File: src/rtl/i2c_target_pkg.sv
package i2c_target_pkg;
  localparam int BYTE_W = 8;
  localparam int ADDR_W = 10;
  localparam int CNT_W  = $clog2(BYTE_W + 1);
  localparam logic [4:0] TEN_PREFIX = 5'b11110;

  typedef enum logic [2:0] {
    EN_IDLE,
    EN_ADDR,
    EN_ADDR_LO,
    EN_WRITE,
    EN_READ,
    EN_SKIP
  } eng_state_t;
endpackage

File: src/rtl/i2c_line_sync.sv
module i2c_line_sync #(
  parameter int STAGES = 2
) (
  input  logic clk,
  input  logic rst,
  input  logic scl_i,
  input  logic sda_i,
  output logic sda_s,
  output logic scl_rise,
  output logic scl_fall,
  output logic start_det,
  output logic stop_det
);
  logic [STAGES-1:0] scl_sh, sda_sh;
  logic scl_q, sda_q, scl_s;

  always_ff @(posedge clk) begin
    if (rst) begin
      scl_sh <= '1;
      sda_sh <= '1;
      scl_q  <= 1'b1;
      sda_q  <= 1'b1;
    end else begin
      scl_sh <= {scl_sh[STAGES-2:0], scl_i};
      sda_sh <= {sda_sh[STAGES-2:0], sda_i};
      scl_q  <= scl_sh[STAGES-1];
      sda_q  <= sda_sh[STAGES-1];
    end
  end

  assign scl_s     = scl_sh[STAGES-1];
  assign sda_s     = sda_sh[STAGES-1];
  assign scl_rise  = scl_s & ~scl_q;
  assign scl_fall  = ~scl_s & scl_q;
  assign start_det = scl_s & scl_q & sda_q & ~sda_s;
  assign stop_det  = scl_s & scl_q & ~sda_q & sda_s;
endmodule

File: src/rtl/i2c_addr_cmp.sv
module i2c_addr_cmp
  import i2c_target_pkg::*;
(
  input  logic [BYTE_W-1:0] byte_i,
  input  logic [ADDR_W-1:0] own_addr,
  output logic              m7,
  output logic              m10_hdr,
  output logic              m10_lo,
  output logic              rw
);
  assign m7      = (byte_i[BYTE_W-1:1] == own_addr[BYTE_W-2:0]);
  assign m10_hdr = (byte_i[7:3] == TEN_PREFIX) && (byte_i[2:1] == own_addr[ADDR_W-1:ADDR_W-2]);
  assign m10_lo  = (byte_i == own_addr[BYTE_W-1:0]);
  assign rw      = byte_i[0];
endmodule

File: src/rtl/i2c_byte_engine.sv
module i2c_byte_engine
  import i2c_target_pkg::*;
(
  input  logic              clk,
  input  logic              rst,
  input  logic              en,
  input  logic              ten_bit,
  input  logic [ADDR_W-1:0] own_addr,
  input  logic              sda_s,
  input  logic              scl_rise,
  input  logic              scl_fall,
  input  logic              start_det,
  input  logic              stop_det,
  input  logic              buf_full,
  output logic              sda_pull,
  output logic              dlv,
  output logic [BYTE_W-1:0] dlv_byte,
  output logic              dlv_is_data,
  output logic              ovf_pulse,
  output logic              rw_set,
  output logic              rw_val,
  output logic              need_lo
);
  localparam logic [CNT_W-1:0] LAST_BIT = CNT_W'(BYTE_W - 1);
  localparam logic [CNT_W-1:0] ACK_SLOT = CNT_W'(BYTE_W);

  eng_state_t        state, nxt;
  logic [CNT_W-1:0]  cnt;
  logic [BYTE_W-2:0] shreg;
  logic [BYTE_W-1:0] nb;
  logic              ack_pend, ten_ok;
  logic              m7, m10_hdr, m10_lo, rw;
  logic              want, kind_data, lo_next, ten_done, set_rw;

  assign nb = {shreg, sda_s};

  i2c_addr_cmp u_cmp (
    .byte_i  (nb),
    .own_addr(own_addr),
    .m7      (m7),
    .m10_hdr (m10_hdr),
    .m10_lo  (m10_lo),
    .rw      (rw)
  );

  always_comb begin
    want      = 1'b0;
    nxt       = EN_SKIP;
    kind_data = 1'b0;
    lo_next   = 1'b0;
    ten_done  = 1'b0;
    set_rw    = 1'b0;
    case (state)
      EN_ADDR: begin
        if (ten_bit) begin
          if (m10_hdr && !rw) begin
            want = 1'b1; nxt = EN_ADDR_LO; lo_next = 1'b1; set_rw = 1'b1;
          end else if (m10_hdr && rw && ten_ok) begin
            want = 1'b1; nxt = EN_READ; set_rw = 1'b1;
          end
        end else if (m7) begin
          want = 1'b1; set_rw = 1'b1;
          nxt  = rw ? EN_READ : EN_WRITE;
        end
      end
      EN_ADDR_LO: begin
        if (m10_lo) begin
          want = 1'b1; nxt = EN_WRITE; ten_done = 1'b1;
        end
      end
      EN_WRITE: begin
        want = 1'b1; nxt = EN_WRITE; kind_data = 1'b1;
      end
      default: nxt = state;
    endcase
  end

  always_ff @(posedge clk) begin
    if (rst) begin
      state       <= EN_IDLE;
      cnt         <= '0;
      shreg       <= '0;
      ack_pend    <= 1'b0;
      sda_pull    <= 1'b0;
      ten_ok      <= 1'b0;
      need_lo     <= 1'b0;
      dlv         <= 1'b0;
      dlv_byte    <= '0;
      dlv_is_data <= 1'b0;
      ovf_pulse   <= 1'b0;
      rw_set      <= 1'b0;
      rw_val      <= 1'b0;
    end else begin
      dlv       <= 1'b0;
      ovf_pulse <= 1'b0;
      rw_set    <= 1'b0;
      if (!en) begin
        state    <= EN_IDLE;
        cnt      <= '0;
        ack_pend <= 1'b0;
        sda_pull <= 1'b0;
        ten_ok   <= 1'b0;
        need_lo  <= 1'b0;
      end else if (start_det) begin
        state    <= EN_ADDR;
        cnt      <= '0;
        ack_pend <= 1'b0;
        sda_pull <= 1'b0;
        need_lo  <= 1'b0;
      end else if (stop_det) begin
        state    <= EN_IDLE;
        cnt      <= '0;
        ack_pend <= 1'b0;
        sda_pull <= 1'b0;
        ten_ok   <= 1'b0;
        need_lo  <= 1'b0;
      end else if (state != EN_IDLE) begin
        if (scl_rise) begin
          if (cnt != ACK_SLOT) begin
            shreg <= nb[BYTE_W-2:0];
            cnt   <= cnt + 1'b1;
            if (cnt == LAST_BIT) begin
              if (want && !buf_full) begin
                dlv         <= 1'b1;
                dlv_byte    <= nb;
                dlv_is_data <= kind_data;
                ack_pend    <= 1'b1;
                state       <= nxt;
                need_lo     <= lo_next;
                if (ten_done) ten_ok <= 1'b1;
                if (set_rw) begin
                  rw_set <= 1'b1;
                  rw_val <= rw;
                end
              end else if (want) begin
                ovf_pulse <= 1'b1;
                need_lo   <= 1'b0;
                state     <= (state == EN_WRITE) ? EN_WRITE : EN_SKIP;
              end else begin
                need_lo <= 1'b0;
                state   <= nxt;
              end
            end
          end else begin
            cnt <= '0;
          end
        end
        if (scl_fall) begin
          if (cnt == ACK_SLOT && ack_pend) begin
            sda_pull <= 1'b1;
            ack_pend <= 1'b0;
          end else if (cnt == '0) begin
            sda_pull <= 1'b0;
          end
        end
      end
    end
  end

  // the ACK pull stays inside the ninth-clock window
  a_r3_ack_window: assert property (@(posedge clk) disable iff (rst)
    sda_pull |-> (cnt == ACK_SLOT || cnt == '0));

  // a disabled block releases SDA on the next cycle
  a_r1_off_release: assert property (@(posedge clk) disable iff (rst)
    !en |=> !sda_pull);

  // a dropped byte never reaches the holding register in the same step
  a_r6_no_dual: assert property (@(posedge clk) disable iff (rst)
    !(dlv && ovf_pulse));
endmodule

File: src/rtl/i2c_target_rx.sv
module i2c_target_rx
  import i2c_target_pkg::*;
#(
  parameter int SYNC_STAGES = 2
) (
  input  logic              clk,
  input  logic              rst,
  input  logic              scl_i,
  input  logic              sda_i,
  output logic              sda_pull_o,
  input  logic              cfg_en,
  input  logic              cfg_ten_bit,
  input  logic [ADDR_W-1:0] cfg_addr,
  input  logic              host_rd,
  input  logic              host_irq_clr,
  input  logic              host_ovf_clr,
  output logic [BYTE_W-1:0] rx_byte,
  output logic              rx_full,
  output logic              irq,
  output logic              rx_ovf,
  output logic              stat_start,
  output logic              stat_stop,
  output logic              stat_data,
  output logic              stat_read,
  output logic              stat_need_lo
);
  logic sda_s, scl_rise, scl_fall, start_det, stop_det;
  logic dlv, dlv_is_data, ovf_pulse, rw_set, rw_val;
  logic [BYTE_W-1:0] dlv_byte;

  i2c_line_sync #(.STAGES(SYNC_STAGES)) u_sync (
    .clk      (clk),
    .rst      (rst),
    .scl_i    (scl_i),
    .sda_i    (sda_i),
    .sda_s    (sda_s),
    .scl_rise (scl_rise),
    .scl_fall (scl_fall),
    .start_det(start_det),
    .stop_det (stop_det)
  );

  i2c_byte_engine u_eng (
    .clk        (clk),
    .rst        (rst),
    .en         (cfg_en),
    .ten_bit    (cfg_ten_bit),
    .own_addr   (cfg_addr),
    .sda_s      (sda_s),
    .scl_rise   (scl_rise),
    .scl_fall   (scl_fall),
    .start_det  (start_det),
    .stop_det   (stop_det),
    .buf_full   (rx_full),
    .sda_pull   (sda_pull_o),
    .dlv        (dlv),
    .dlv_byte   (dlv_byte),
    .dlv_is_data(dlv_is_data),
    .ovf_pulse  (ovf_pulse),
    .rw_set     (rw_set),
    .rw_val     (rw_val),
    .need_lo    (stat_need_lo)
  );

  always_ff @(posedge clk) begin
    if (rst) begin
      rx_byte    <= '0;
      rx_full    <= 1'b0;
      irq        <= 1'b0;
      rx_ovf     <= 1'b0;
      stat_start <= 1'b0;
      stat_stop  <= 1'b0;
      stat_data  <= 1'b0;
      stat_read  <= 1'b0;
    end else begin
      if (dlv) begin
        rx_byte   <= dlv_byte;
        rx_full   <= 1'b1;
        stat_data <= dlv_is_data;
      end else if (host_rd) begin
        rx_full <= 1'b0;
      end
      if (dlv) irq <= 1'b1;
      else if (host_irq_clr) irq <= 1'b0;
      if (ovf_pulse) rx_ovf <= 1'b1;
      else if (host_ovf_clr) rx_ovf <= 1'b0;
      if (rw_set) stat_read <= rw_val;
      if (cfg_en && start_det) begin
        stat_start <= 1'b1;
        stat_stop  <= 1'b0;
      end else if (cfg_en && stop_det) begin
        stat_start <= 1'b0;
        stat_stop  <= 1'b1;
      end
    end
  end

  a_r2_sp_exclusive: assert property (@(posedge clk) disable iff (rst)
    !(stat_start && stat_stop));

  a_r7_irq_sticky: assert property (@(posedge clk) disable iff (rst)
    irq && !host_irq_clr |=> irq);

  a_r7_ovf_sticky: assert property (@(posedge clk) disable iff (rst)
    rx_ovf && !host_ovf_clr |=> rx_ovf);

  a_r4_irq_with_full: assert property (@(posedge clk) disable iff (rst)
    $rose(irq) |-> rx_full);

  a_r6_hold_while_full: assert property (@(posedge clk) disable iff (rst)
    rx_full && !host_rd |=> $stable(rx_byte));
endmodule

File: config.mk
export PLATFORM = sky130hd
export DESIGN_NAME = i2c_target_rx
export DESIGN_NICKNAME = d
export VERILOG_FILES = /design/src/rtl/i2c_target_pkg.sv /design/src/rtl/i2c_line_sync.sv /design/src/rtl/i2c_addr_cmp.sv /design/src/rtl/i2c_byte_engine.sv /design/src/rtl/i2c_target_rx.sv
export SDC_FILE = /design/constraint.sdc
export NUM_CORES = 1
export LEC_CHECK = 0
export ABC_CLOCK_PERIOD_IN_PS = 4700
export BUFFER_PORTS_ARGS = -buffer_cell sky130_fd_sc_hd__buf_2
export CORE_UTILIZATION = 45
export CTS_BUF_LIST = sky130_fd_sc_hd__clkbuf_16
export CTS_CLUSTER_SIZE = 25
export DETAILED_ROUTE_END_ITERATION = 10
export PLACE_DENSITY = 0.65
export SYNTH_ARGS = -nofsm -noshare
export SYNTH_HDL_FRONTEND = slang
export SYNTH_HIERARCHICAL = 1
export SYNTH_SLANG_ARGS = --single-unit
File: constraint.sdc
create_clock -name clk -period 4.7 [get_ports clk]
set_clock_uncertainty 0.05 [all_clocks]
set_input_delay 0.47 -clock clk [delete_from_list [all_inputs] [get_ports clk]]
set_output_delay 0.47 -clock clk [all_outputs]
set_load 0.02 [all_outputs]
Word-level counts from Yosys, hierarchy flattened
Index checks and enable logic that the tools add are counted.
{ "op_classes": {"bitwise": 19, "n_eq_ne": 10, "n_reduce_logical": 41, "mux": 56, "n_addsub": 1} }
{ "ops": {"columns": ["operator", "n"], "rows": [
  ["1-bit two-way mux", 45],
  ["3-bit two-way mux", 8],
  ["2-bit nonzero test", 11],
  ["9-bit OR reduction", 2],
  ["3-bit nonzero test", 5],
  ["1-bit NOT", 12],
  ["3-bit one-hot mux with 3 select lines", 1],
  ["9-bit AND reduction", 1],
  ["8-bit == test", 1],
  ["1-bit logical AND", 8],
  ["4-bit AND reduction", 2],
  ["8-bit AND reduction", 1],
  ["8-bit OR reduction", 1],
  ["1-bit AND", 7],
  ["7-bit == test", 1],
  ["7-bit AND reduction", 1],
  ["3-bit by 2-bit == test with 1-bit output, second input constant", 2],
  ["6-bit AND reduction", 1],
  ["5-bit == test, second input constant", 1],
  ["4-bit by 1-bit adder with 4-bit output, second input constant", 1],
  ["4-bit by 3-bit == test with 1-bit output, second input constant", 1],
  ["4-bit == test, second input constant", 1],
  ["4-bit logical NOT", 1],
  ["4-bit two-way mux", 1],
  ["9 further kinds", 11]
]} }
{ "totals": {"ff_bits": 52, "elab_cells": 153, "output_inout_bits": 17} }

Longest topological paths before layout
Gate-level depths: netlist of run 1.
{ "depth": {"depth_word": 16, "depth_mapped": 9} }

By module
The synthesis of run 1 kept the hierarchy.
{ "modules_own_cells": {"columns": ["module", "instances", "cells_per_inst", "area_each_um2"], "rows": [
  ["i2c_byte_engine", 1, 184, 1544.0],
  ["i2c_target_rx", 1, 50, 529.3],
  ["i2c_addr_cmp", 1, 25, 210.2],
  ["i2c_line_sync", 1, 16, 190.2]
]} }

Worst setup path before layout of run 1
Ideal clock, no wire load.
{ "synth_timing": {"path_type": "input-to-reg", "startpoint": "in cfg_addr[9]", "endpoint": "reg u_eng.dlv_byte[0]", "arrival_ns": 1.693, "stages": 7, "n_path_buf": 0, "setup_slack_ns": 2.825, "path_cell_list": "xor2_1 nor4_2 nand2_1 o21ai_1 a32oi_2 o31ai_1 a21oi_1"} }
{ "synth_between": {"elab_chain_len": 10, "word_cells_on_any_way": 11, "classes_between": "eq/ne: 1; mux: 4; reduce/logical: 6"} }
{ "synth_lines": {"columns": ["element", "line_no", "source"], "rows": [
  ["start, declared", "i2c_target_rx.sv:13", "input logic [ADDR_W-1:0] cfg_addr,"],
  ["2-bit == test (*)", "i2c_addr_cmp.sv:12", "assign m10_hdr = (byte_i[7:3] == TEN_PREFIX) && (byte_i[2:1] == own_addr[ADDR_W-1:ADDR_W-2]);"],
  ["1-bit logical AND (*)", "i2c_addr_cmp.sv:12", null],
  ["via u_eng.m10_hdr", "i2c_byte_engine.sv:32", "logic m7, m10_hdr, m10_lo, rw;"],
  ["1-bit logical AND (2 in a row)", "i2c_byte_engine.sv:58", "end else if (m10_hdr && rw && ten_ok) begin"],
  ["1-bit two-way mux", "i2c_byte_engine.sv:58", null],
  ["1-bit two-way mux (*)", "i2c_byte_engine.sv:56", "if (m10_hdr && !rw) begin"],
  ["1-bit two-way mux (*)", "i2c_byte_engine.sv:55", "if (ten_bit) begin"],
  ["1-bit one-hot mux with 3 select lines (*)", "i2c_byte_engine.sv:53", "case (state)"],
  ["1-bit logical AND (*)", "i2c_byte_engine.sv:123", "if (want && !buf_full) begin"],
  ["8-bit AND reduction (no line) (*)", null, null],
  ["end signal, assigned", "i2c_byte_engine.sv:125", "dlv_byte <= nb;"],
  ["end, declared", "i2c_byte_engine.sv:17", "output logic [BYTE_W-1:0] dlv_byte,"]
]} }
The timed path passes the listed nets; every way through them passes the cells marked *.
A chain may end at the register's enable or synchronous reset.

Final worst setup path of run 1
{ "layout_timing": {"startpoint": "reg u_eng.shreg[3]", "endpoint": "reg u_eng.dlv_is_data"} }
{ "layout_between": {"elab_chain_len": 10, "word_cells_on_any_way": 15, "classes_between": "eq/ne: 3; mux: 6; reduce/logical: 6"} }
{ "layout_lines": {"columns": ["element", "line_no", "source"], "rows": [
  ["start, declared", "i2c_byte_engine.sv:29", "logic [BYTE_W-2:0] shreg;"],
  ["start signal, assigned", "i2c_byte_engine.sv:120", "shreg <= nb[BYTE_W-2:0];"],
  ["5-bit == test (*)", "i2c_addr_cmp.sv:12", null],
  ["1-bit logical AND (*)", "i2c_addr_cmp.sv:12", null],
  ["via u_eng.m10_hdr", "i2c_byte_engine.sv:32", null],
  ["1-bit logical AND (2 in a row)", "i2c_byte_engine.sv:58", null],
  ["1-bit two-way mux", "i2c_byte_engine.sv:58", null],
  ["1-bit two-way mux (*)", "i2c_byte_engine.sv:56", null],
  ["1-bit two-way mux (*)", "i2c_byte_engine.sv:55", null],
  ["1-bit one-hot mux with 3 select lines (*)", "i2c_byte_engine.sv:53", null],
  ["1-bit logical AND (*)", "i2c_byte_engine.sv:123", null],
  ["8-bit AND reduction (no line) (*)", null, null],
  ["end signal, assigned", "i2c_byte_engine.sv:126", "dlv_is_data <= kind_data;"],
  ["end, declared", "i2c_byte_engine.sv:18", "output logic dlv_is_data,"]
]} }
Marks and branches as above.

==> run metrics, run 1 <==
status=finished, final reports clean; crit path DAT=2320 ps; post-DP HPWL=3630 um; Syn. warnings=6; Pint=657 uW; Main synth FF type=dfxtp_1; Iter 0 DRT Violations=127; WL/cell=13.7 um; maximum VDD drop=0.177 mV; Syn Inst Count=275; CTS root buf=clkbuf_16; Post-Synth Simple-Gate Area=23.9%; post-cts sizing count=0; Setup crit end kind=register; first-pass detailed-route iteration total=4; die area=0.00580 mm^2; CP startpoint kind=register; drt via density=5.48; GR Util met2=28.3%; Max clock buf depth=2; Unique masters post-synth=50; met3 usage=4.07%; Net Sw Frac=22.3%; IO Port Bufs=35; multiplexer area fraction after synthesis=4.45%; Clk Latency, worst-skew pair=290 ps; CTS tree=done; final WL=5140 um; Worst Path Required=4800 ps; most frequent cells in the layout=dfxtp_1 (52), buf_2 (35), a21oi_1 (34); Final setup viols=0; RSZ-0062 raised after global routing=no; grt ovf=0; final worst path period need=2220 ps; Comb power frac=4.9%; clk slew on worst S/H paths=70 ps; pwr dens=305 mW/mm^2; register area share after synthesis=42.1%; CTS Buf Count=5; Crit Path Category=reg -> reg; Syn Nets=296; Achievable Freq=451 MHz; most common cell after layout, fill and taps aside=dfxtp_1; asr flop ratio synth=0%; Synth Area in Compound Gates=17.1%; vias in the first global route=1823; Final Hold Fails=0; Slew headroom=54.7%; crit-path max FO=9; chip height=76.1 um; core area=0.00520 mm^2; LEAKAGE=0.000985 uW; first-pass GRT wire length=8940 um; mapped cell area=0.00247 mm^2; share of cells above drive strength 1=17.8%; sw power=189 uW; met1 usage in global routing=27.5%; Post-Synth Adder-Cell Area=1.01%; largest net degree at the start of global routing=42; Total Nets Final=324; ANT cells=0; max_cap viols=0; Area Growth Syn to Fin=12.3%; HP Class=in -> reg; RePlAce Congestion=0.855; H-tree depth=2; Initial Utilization=47.5%; main combinational cell family by area after synthesis=simple AND/OR/NAND/NOR gates; EDFF count, synth=0; syn_area_per_cell=8.99 um^2; die width=76.1 um; xor/xnor share of the synthesized area=6.02%; Clock Sinks=52; actual slew at the worst max-slew pin=679 ps; row count=26; final worst-path cycle share=47.2%; post-CTS setup buffers=0; Slew Viols, Final=0; initial antenna violation count=0; Reg power frac=52.6%; register bit count reported by yosys=52; post-route cell area=0.00278 mm^2; Area after DPL=0.00263 mm^2; routed vias=2049; Setup TNS Final=0 ps; Clk pwr share=42.5%; antenna-violating nets left=0; drt drc=0; hold_buf cts=0; GRT Total Usage=19.1%; Layout Utilization=53.4%; GR peak layer=met2; I/O Pins=36
per-layer routing:
layer	share of wire, %	routed length [um]	vias to the layer above
met5	0	0	-
li1	-	-	1042
met1	50	2560	940
met2	44	2280	61
met3	4.7	240	6
met4	1.1	59	0
synthesized netlist by cell type (2+ instances only):
cell type / n / area, um^2
inv_1: 7 / 26.3
mux2i_1: 11 / 110
nand4_1: 14 / 87.6
xor2_1: 5 / 43.8
a21o_1: 2 / 15.0
a21oi_1: 34 / 170
nand2b_1: 5 / 31.3
o21ai_0: 4 / 20.0
or2_1: 6 / 37.5
nor4_2: 2 / 25.0
and4b_1: 3 / 30.0
nand3_1: 10 / 50.1
nor3_1: 3 / 15.0
buf_2: 4 / 20.0
dfxtp_1: 52 / 1040
buf_6: 5 / 56.3
o31ai_1: 9 / 67.6
clkbuf_1: 2 / 7.51
a211oi_1: 2 / 15.0
and2_1: 3 / 18.8
buf_4: 3 / 22.5
nand2_1: 18 / 67.6
ha_1: 2 / 25.0
xnor2_1: 12 / 105
nor2b_1: 5 / 31.3
nor2_1: 26 / 97.6
a31oi_1: 2 / 12.5
and2b_1: 2 / 15.0
metrics by stage:
step	worst slack [ps]	hold WS, ps	total power (uW)	instances
floorplan	2830	333	483	275
CTS	2500	297	858	374
finish	2480	303	846	374
global route	2200	306	882	374
detailed placement	2430	341	497	366
global placement	2440	337	496	366
final timing paths:
check | from | to | slack [ps] | cells past startpoint
max reg2reg | u_eng/shreg[3] | u_eng/dlv_is_data | 2480 | 7
min reg2reg | u_sync/sda_sh[0] | u_sync/sda_sh[1] | 350 | 1
min | scl_i | u_sync/scl_sh[0] | 300 | 2
max | u_eng/shreg[3] | u_eng/dlv_is_data | 2480 | 7
area by class of cell:
| class | instances | area, um^2 |
|---|---|---|
| clock inverters | 3 | 23.8 |
| flip-flops and latches | 52 | 1040 |
| fillers | 510 | 2430 |
| inverters | 7 | 26.3 |
| well taps | 70 | 87.6 |
| repair buffers | 35 | 175 |
| multi-input cells | 202 | 1300 |
| clock buffers | 5 | 125 |
power groups by stage:
stage / Clock [uW] / Sequential [uW] / Combinational [uW]
finish: 360 / 446 / 41.2
global route: 390 / 446 / 46.0
CTS: 371 / 445 / 41.3
detailed placement: 0 / 456 / 41.3
global placement: 0 / 456 / 40.6
floorplan: 0 / 455 / 27.6
registers in the layout (all words and copies together), names as in the netlist, 2 cells and up:
signal and count:
u_eng/cnt 4, u_sync/scl_sh 2, rx_byte 8, u_eng/state 3
u_eng/shreg 7, u_sync/sda_sh 2, u_eng/dlv_byte 8
kinds of logic (layout without fill, tap and decap cells):
kind of cell               after synthesis  in the layout
and+or+nand+nor                        106            106
AOI/OAI and AO/OA                       66             66
DFF                                     52             52
buffers and inverters                   21             50
xor gates and xnor gates                17             17
muxes                                   11             11
adders and majority gates                2              2
critical path, cell delays in order (launching register included):
cell,delay (ps)
dfxtp_1,470
nand4_1,150
nor4_2,250
nand2_1,150
o21ai_1,370
a32oi_2,220
o31ai_1,320
a21oi_1,90
Power figures use the tool's default switching activity.
==> run 2: changes to the inputs <==
--- a/config.mk
+++ b/config.mk
@@ -5,13 +5,14 @@
 export SDC_FILE = /design/constraint.sdc
 export NUM_CORES = 1
 export LEC_CHECK = 0
-export ABC_CLOCK_PERIOD_IN_PS = 4700
+export ABC_AREA = 1
+export ABC_CLOCK_PERIOD_IN_PS = 2000
 export BUFFER_PORTS_ARGS = -buffer_cell sky130_fd_sc_hd__buf_2
 export CORE_UTILIZATION = 45
 export CTS_BUF_LIST = sky130_fd_sc_hd__clkbuf_16
 export CTS_CLUSTER_SIZE = 25
 export DETAILED_ROUTE_END_ITERATION = 10
-export PLACE_DENSITY = 0.65
+export PLACE_DENSITY = 0.68
 export SYNTH_ARGS = -nofsm -noshare
 export SYNTH_HDL_FRONTEND = slang
 export SYNTH_HIERARCHICAL = 1
==> constraint.sdc (replaced) <==
create_clock -name clk -period 2 [get_ports clk]
set_clock_uncertainty 0.05 [all_clocks]
set_input_delay 0.2 -clock clk [delete_from_list [all_inputs] [get_ports clk]]
set_output_delay 0.2 -clock clk [all_outputs]
set_load 0.02 [all_outputs]
==> run 2 against run 1 <==
Wire length rose by 5.9%. Cell count increased by 35%. Critical path depth is 6 higher. Core utilization grew 2.9 points. Area after synthesis is 3.6% higher. Worst hold slack lost 270 ps. Die area increased by 3.6%. Sequential power rose by 130%. Synthesized cell count increased by 40%. Register-to-register slack worse by 2300 ps. Cell area increased by 12%.
==> run metrics, run 2 <==
mapped cell area=0.00256 mm^2; Max clock buf depth=2; Iter 0 DRT Violations=138; crit path DAT=2000 ps; Main synth FF type=dfxtp_1; I/O Pins=36; Crit Path Category=reg -> reg; die width=77.5 um; most frequent cells after synthesis=nand2_1 (86), nor2_1 (70), inv_1 (58), dfxtp_1 (52), o21ai_0 (26); post-synth top area share=40.6%; Clk pwr share=45.4%; Pint=1670 uW; core area=0.00551 mm^2; Comb power frac=5.1%; Final setup viols=0; most frequent cells in the layout=nand2_1 (83), nor2_1 (68), inv_1 (57); max_cap viols=0; drt via density=4.72; r2r startpoint=u_eng/shreg[2]; row count=27; biggest regs=rx_byte (8), u_eng/dlv_byte (8), u_eng/shreg (7); HP Class=in -> reg; Syn. warnings=6; total power=2110 uW; largest net degree at the start of global routing=19; final worst path period need=1830 ps; met1 usage in global routing=25.8%; first-pass GRT wire length=9440 um; final worst-path cycle share=91.3%; die area=0.00600 mm^2; RSZ-0062 raised after global routing=no; routed vias=2386; post-route cell area=0.00310 mm^2; Area Growth Syn to Fin=20.9%; pwr dens=680 mW/mm^2; Achievable Freq=547 MHz; Post-Place Setup Slack=28.7 ps; first-pass detailed-route iteration total=4; Final Hold Fails=0; leading area contributor after synthesis=dfxtp_1; Syn Nets=405; hold_sp=scl_i; sw power=437 uW; register bit count reported by yosys=52; DP Cell Count=496; post-CTS setup buffers=0; CTS tree=done; antenna-violating nets left=0; vias in the first global route=2103; Setup TNS Final=0 ps; clk slew on worst S/H paths=70 ps; maximum VDD drop=0.382 mV; CP startpoint kind=register; top-count cell post-synth=nand2_1; Clock Sinks=52; asr flop ratio synth=0%; Total Nets Final=453; dominant cells by area after synthesis=dfxtp_1 (41%), nand2_1 (13%), nor2_1 (10%); Setup crit end kind=register; Slew Viols, Final=0; GR Util met2=31.9%; Worst Path Required=2180 ps; CTS Buf Count=5; drt drc=0; worst setup margin=173 ps; chip height=77.5 um; WL/cell=10.8 um; share of cells above drive strength 1=21.7%; actual slew at the worst max-slew pin=357 ps; Unique masters post-synth=34; register-to-register setup slack=170 ps; most common cell after layout, fill and taps aside=nand2_1; LEAKAGE=0.00156 uW; Syn Inst Count=384; Slew headroom=76.1%; post-DP HPWL=3940 um; crit-path max FO=7; EDFF count, synth=0; Clk Latency, worst-skew pair=290 ps; grt ovf=0; initial antenna violation count=0; Area after DPL=0.00286 mm^2; status=finished, final reports clean; syn_area_per_cell=6.68 um^2; CTS root buf=clkbuf_16; RePlAce Congestion=0.883; register area share after synthesis=40.6%; Worst Setup EP=u_eng/ten_ok; Net Sw Frac=20.7%; FF-to-FF path depth=13; ANT cells=0; CP Launch Point=u_eng/shreg[2]; Initial Utilization=46.6%; IO Port Bufs=35; Reg power frac=49.5%; hold_buf cts=0; final WL=5450 um; GRT Total Usage=19.7%; met3 usage=4.82%; GR peak layer=met2; Reg2Reg Capture Point=u_eng/ten_ok; Finished Layout Cells=505; H-tree depth=2
==> run 2: cell types whose count changed in the layout (fill, tap and decap cells not counted), moves of 21 or more <==
| cell | previous run | this run |
|---|---|---|
| nand2_1 | 18 | 83 |
| o21ai_0 | 4 | 26 |
| nor2_1 | 26 | 68 |
| a21oi_1 | 34 | 13 |
| inv_1 | 7 | 57 |
==> run 2: routing by layer <==
metal	up-vias	wire length [um]
li1	1279	-
met1	1056	2620
met4	0	66
met3	6	266
met2	45	2500
met5	-	0
==> run 2: worst min path at each step <==
| stage | endpoint | cells after the start |
|---|---|---|
| 2_1_floorplan | irq | 1 |
| 3_3_place_gp | u_sync/scl_sh[0] | 2 |
| 3_5_place_dp | u_sync/scl_sh[0] | 2 |
| 4_1_cts | u_sync/scl_sh[0] | 2 |
| 5_1_grt | u_sync/scl_sh[0] | 2 |
| 6_report | u_sync/scl_sh[0] | 2 |
==> run 2: timing repair <==
item,CTS,global route
setup endpoints to repair,1,25
pin swaps,0,5
resized for setup,1,20
cloned,0,1
==> run 2: worst max-delay path: stages, from the launching register on <==
cell     delay (ps)
dfxtp_2         360
nor2_1          110
nand4_1         100
nor3_2          190
nand2_1          90
inv_1            60
nand2_1          50
nand2_2          60
nand2_2          90
nand2_4         150
nand4_1         180
nor2_1          150
nor2_1           50
nor2_1           70
==> run 2: power groups by stage <==
stage          combinational (uW)  sequential (uW)  clock (uW)
6_report                      107             1040         958
4_1_cts                       105             1040         991
3_3_place_gp                  104             1070           0
3_5_place_dp                  105             1070           0
2_1_floorplan                58.8             1070           0
5_1_grt                       122             1040        1040
==> run 2: per-stage QoR <==
step	hold slack (ps)	utilization, %
after detailed placement	330	51.9
after global placement	328	51.9
after CTS	28.2	55.0
after floorplan	219	-
after global routing	26.4	56.3
final	35.6	56.3
==> run 2: kinds of logic (layout without fill, tap and decap cells) <==
group / Yosys count / in the layout / share of synthesized area [%]
AND/OR/NAND/NOR: 199 / 200 / 34.3
buffers and inverters: 75 / 123 / 12.1
flip-flops: 52 / 52 / 40.6
AO/OA/AOI/OAI: 51 / 51 / 10.3
XOR/XNOR: 5 / 5 / 1.71
adder cells (fa/ha/maj): 2 / 2 / 0.976
==> run 2: area by class of cell <==
type	count	area [um^2]
clock buffer	5	125
timing repair buffer	46	258
clock inverter	3	42.5
sequential	52	1050
fill	539	2410
multi-input combinational	258	1270
tap	72	90.1
inverter	69	259
==> run 3: changes to the inputs <==
--- a/config.mk
+++ b/config.mk
@@ -13,7 +13,9 @@
 export CTS_CLUSTER_SIZE = 25
 export DETAILED_ROUTE_END_ITERATION = 10
 export PLACE_DENSITY = 0.68
+export REMOVE_ABC_BUFFERS = 1
 export SYNTH_ARGS = -nofsm -noshare
 export SYNTH_HDL_FRONTEND = slang
 export SYNTH_HIERARCHICAL = 1
 export SYNTH_SLANG_ARGS = --single-unit
+export TNS_END_PERCENT = 30
==> run 3 against run 2 <==
Highest routed layer unchanged. Fmax shrank 2.2%. Sequential power is essentially flat. Sequential share of layout area shrank 0.38 points. Cell count grew 1.2%. Cell area grew 1.5%. Wire length grew 4.5%. Largest cell class unchanged. Combinational power grew 6%. Power grew 0.74%. Global-route usage grew 0.45 points. Clock power grew 1%. Core utilization grew 0.84 points.
==> run metrics, run 3 (same netlist as run 2, synthesis figures left out) <==
Cell Chain, Critical Path=nor2_2 -> nand4_1 -> nor3_2 -> nand2_1 -> inv_1 -> nand2_1 -> nand2_2 -> nand2_4 -> nand2_8 -> nand4_1 -> nor2_1 -> nor2_1 -> nor2_1; die area=0.00600 mm^2; Slew headroom=76.4%; die width=77.5 um; crit path DAT=2040 ps; HP Class=in -> reg; Reg2Reg Capture Point=u_eng/ten_ok; core area=0.00551 mm^2; Final Hold Fails=0; antenna-violating nets left=0; initial antenna violation count=0; most frequent cells in the layout=nand2_1 (84), nor2_1 (68), inv_1 (58); r2r startpoint=u_eng/shreg[2]; CTS Buf Count=5; Worst Path Required=2170 ps; FF-to-FF path depth=13; Clock Sinks=52; final worst path period need=1870 ps; final WL=5690 um; maximum VDD drop=0.410 mV; Initial Utilization=46.6%; CTS tree=done; GRT Total Usage=20.2%; Max clock buf depth=2; drt via density=4.72; drt drc=0; Achievable Freq=535 MHz; WP depth=13; Worst Hold End=u_sync/sda_sh[0]; Post-Place Setup Slack=-50.8 ps; ANT cells=0; RePlAce Congestion=0.862; Slew Viols, Final=0; WL/cell=11.1 um; vias in the first global route=2157; max_cap viols=0; routed vias=2413; max incr delay on CP=370 ps; LEAKAGE=0.00160 uW; chip height=77.5 um; first-pass detailed-route iteration total=4; row count=27; first-pass GRT wire length=9610 um; status=finished, final reports clean; I/O Pins=36; hold_sp=sda_i; IO Port Bufs=35; biggest regs=rx_byte (8), u_eng/dlv_byte (8), u_eng/shreg (7); Clk Latency, worst-skew pair=290 ps; share of cells above drive strength 1=21.4%; Layout Utilization=57.1%; Crit Path Category=reg -> reg; grt ovf=0; Worst path most repeated cell=nor2_1; crit-path max FO=7; Iter 0 DRT Violations=152; post-DP HPWL=4070 um; Area Growth Syn to Fin=22.7%; Hold Crit Depth=2; register-to-register setup slack=130 ps; largest net degree at the start of global routing=17; actual slew at the worst max-slew pin=353 ps; CP max stage cell=dfxtp_4; final worst-path cycle share=93.4%; Total Nets Final=459; CTS root buf=clkbuf_16; pwr dens=675 mW/mm^2; clk slew on worst S/H paths=70 ps; worst setup margin=132 ps; most common cell after layout, fill and taps aside=nand2_1; Top delay family on crit path=simple AND/OR/NAND/NOR gates; Final setup viols=0; Setup crit end kind=register; buffer and inverter count on the worst path=1; CP startpoint kind=register; H-tree depth=2
[run 3: area by class of cell]
type                            instances  area [um^2]
Fill cell                             544         2360
Sequential cell                        52         1050
Inverter                               69          259
Multi-Input combinational cell        258         1270
Timing Repair Buffer                   52          303
Clock buffer                            5          125
Clock inverter                          3         42.5
Tap cell                               72         90.1
[run 3: power breakdown]
group	switching [uW]	total [uW]	leakage, uW	internal [uW]
registers	3.08	1040	0.000424	1040
clock network	383	971	0.0000798	588
logic	65.9	113	0.00110	46.8
[run 3: worst max path at each step]
stage,start,end
global route,u_eng/shreg[2],u_eng/ten_ok
finish,u_eng/shreg[2],u_eng/ten_ok
detailed placement,u_eng/shreg[1],u_eng/dlv_byte[0]
floorplan,u_eng/shreg[3],u_eng/dlv_byte[0]
global placement,u_eng/shreg[1],u_eng/dlv_byte[0]
CTS,u_eng/shreg[2],u_eng/dlv_byte[0]
[run 3: metrics by stage]
| stage | TNS (ps) | cell area, um^2 | cells | hold slack (ps) | power (uW) |
|---|---|---|---|---|---|
| finish | 0 | 3150 | 511 | 34.8 | 2120 |
| global route | -71.8 | 3150 | 511 | 31.5 | 2200 |
| CTS | 0 | 3070 | 507 | 29.4 | 2140 |
| detailed placement | -108 | 2880 | 498 | 331 | 1180 |
| global placement | 0 | 2880 | 498 | 326 | 1180 |
| floorplan | 0 | 2510 | 378 | 219 | 1120 |
[run 3: routing by layer]
| layer | wire [um] | global-route usage [%] |
|---|---|---|
| met5 | 0 | 0 |
| met4 | 68 | 6.98 |
| met3 | 271 | 4.12 |
| met2 | 2520 | 32.2 |
| met1 | 2830 | 27.0 |
[run 3: worst reg2reg max path, stage by stage (launching register included)]
cell and delay [ps]:
dfxtp_4 370, nor2_2 100, nand4_1 100, nor3_2 210, nand2_1 100, inv_1 70, nand2_1 70, nand2_2 100
nand2_4 80, nand2_8 110, nand4_1 140, nor2_1 130, nor2_1 50, nor2_1 110
[run 3: timing repair]
action                                 4_1_cts  5_1_grt
setup endpoints to repair                    9       19
hold buffers                                 0        0
pin swaps                                    0        7
endpoints found under the hold margin        0        0
gates cloned                                 1        0
resized for setup                            4       16
buffers inserted                             0        4
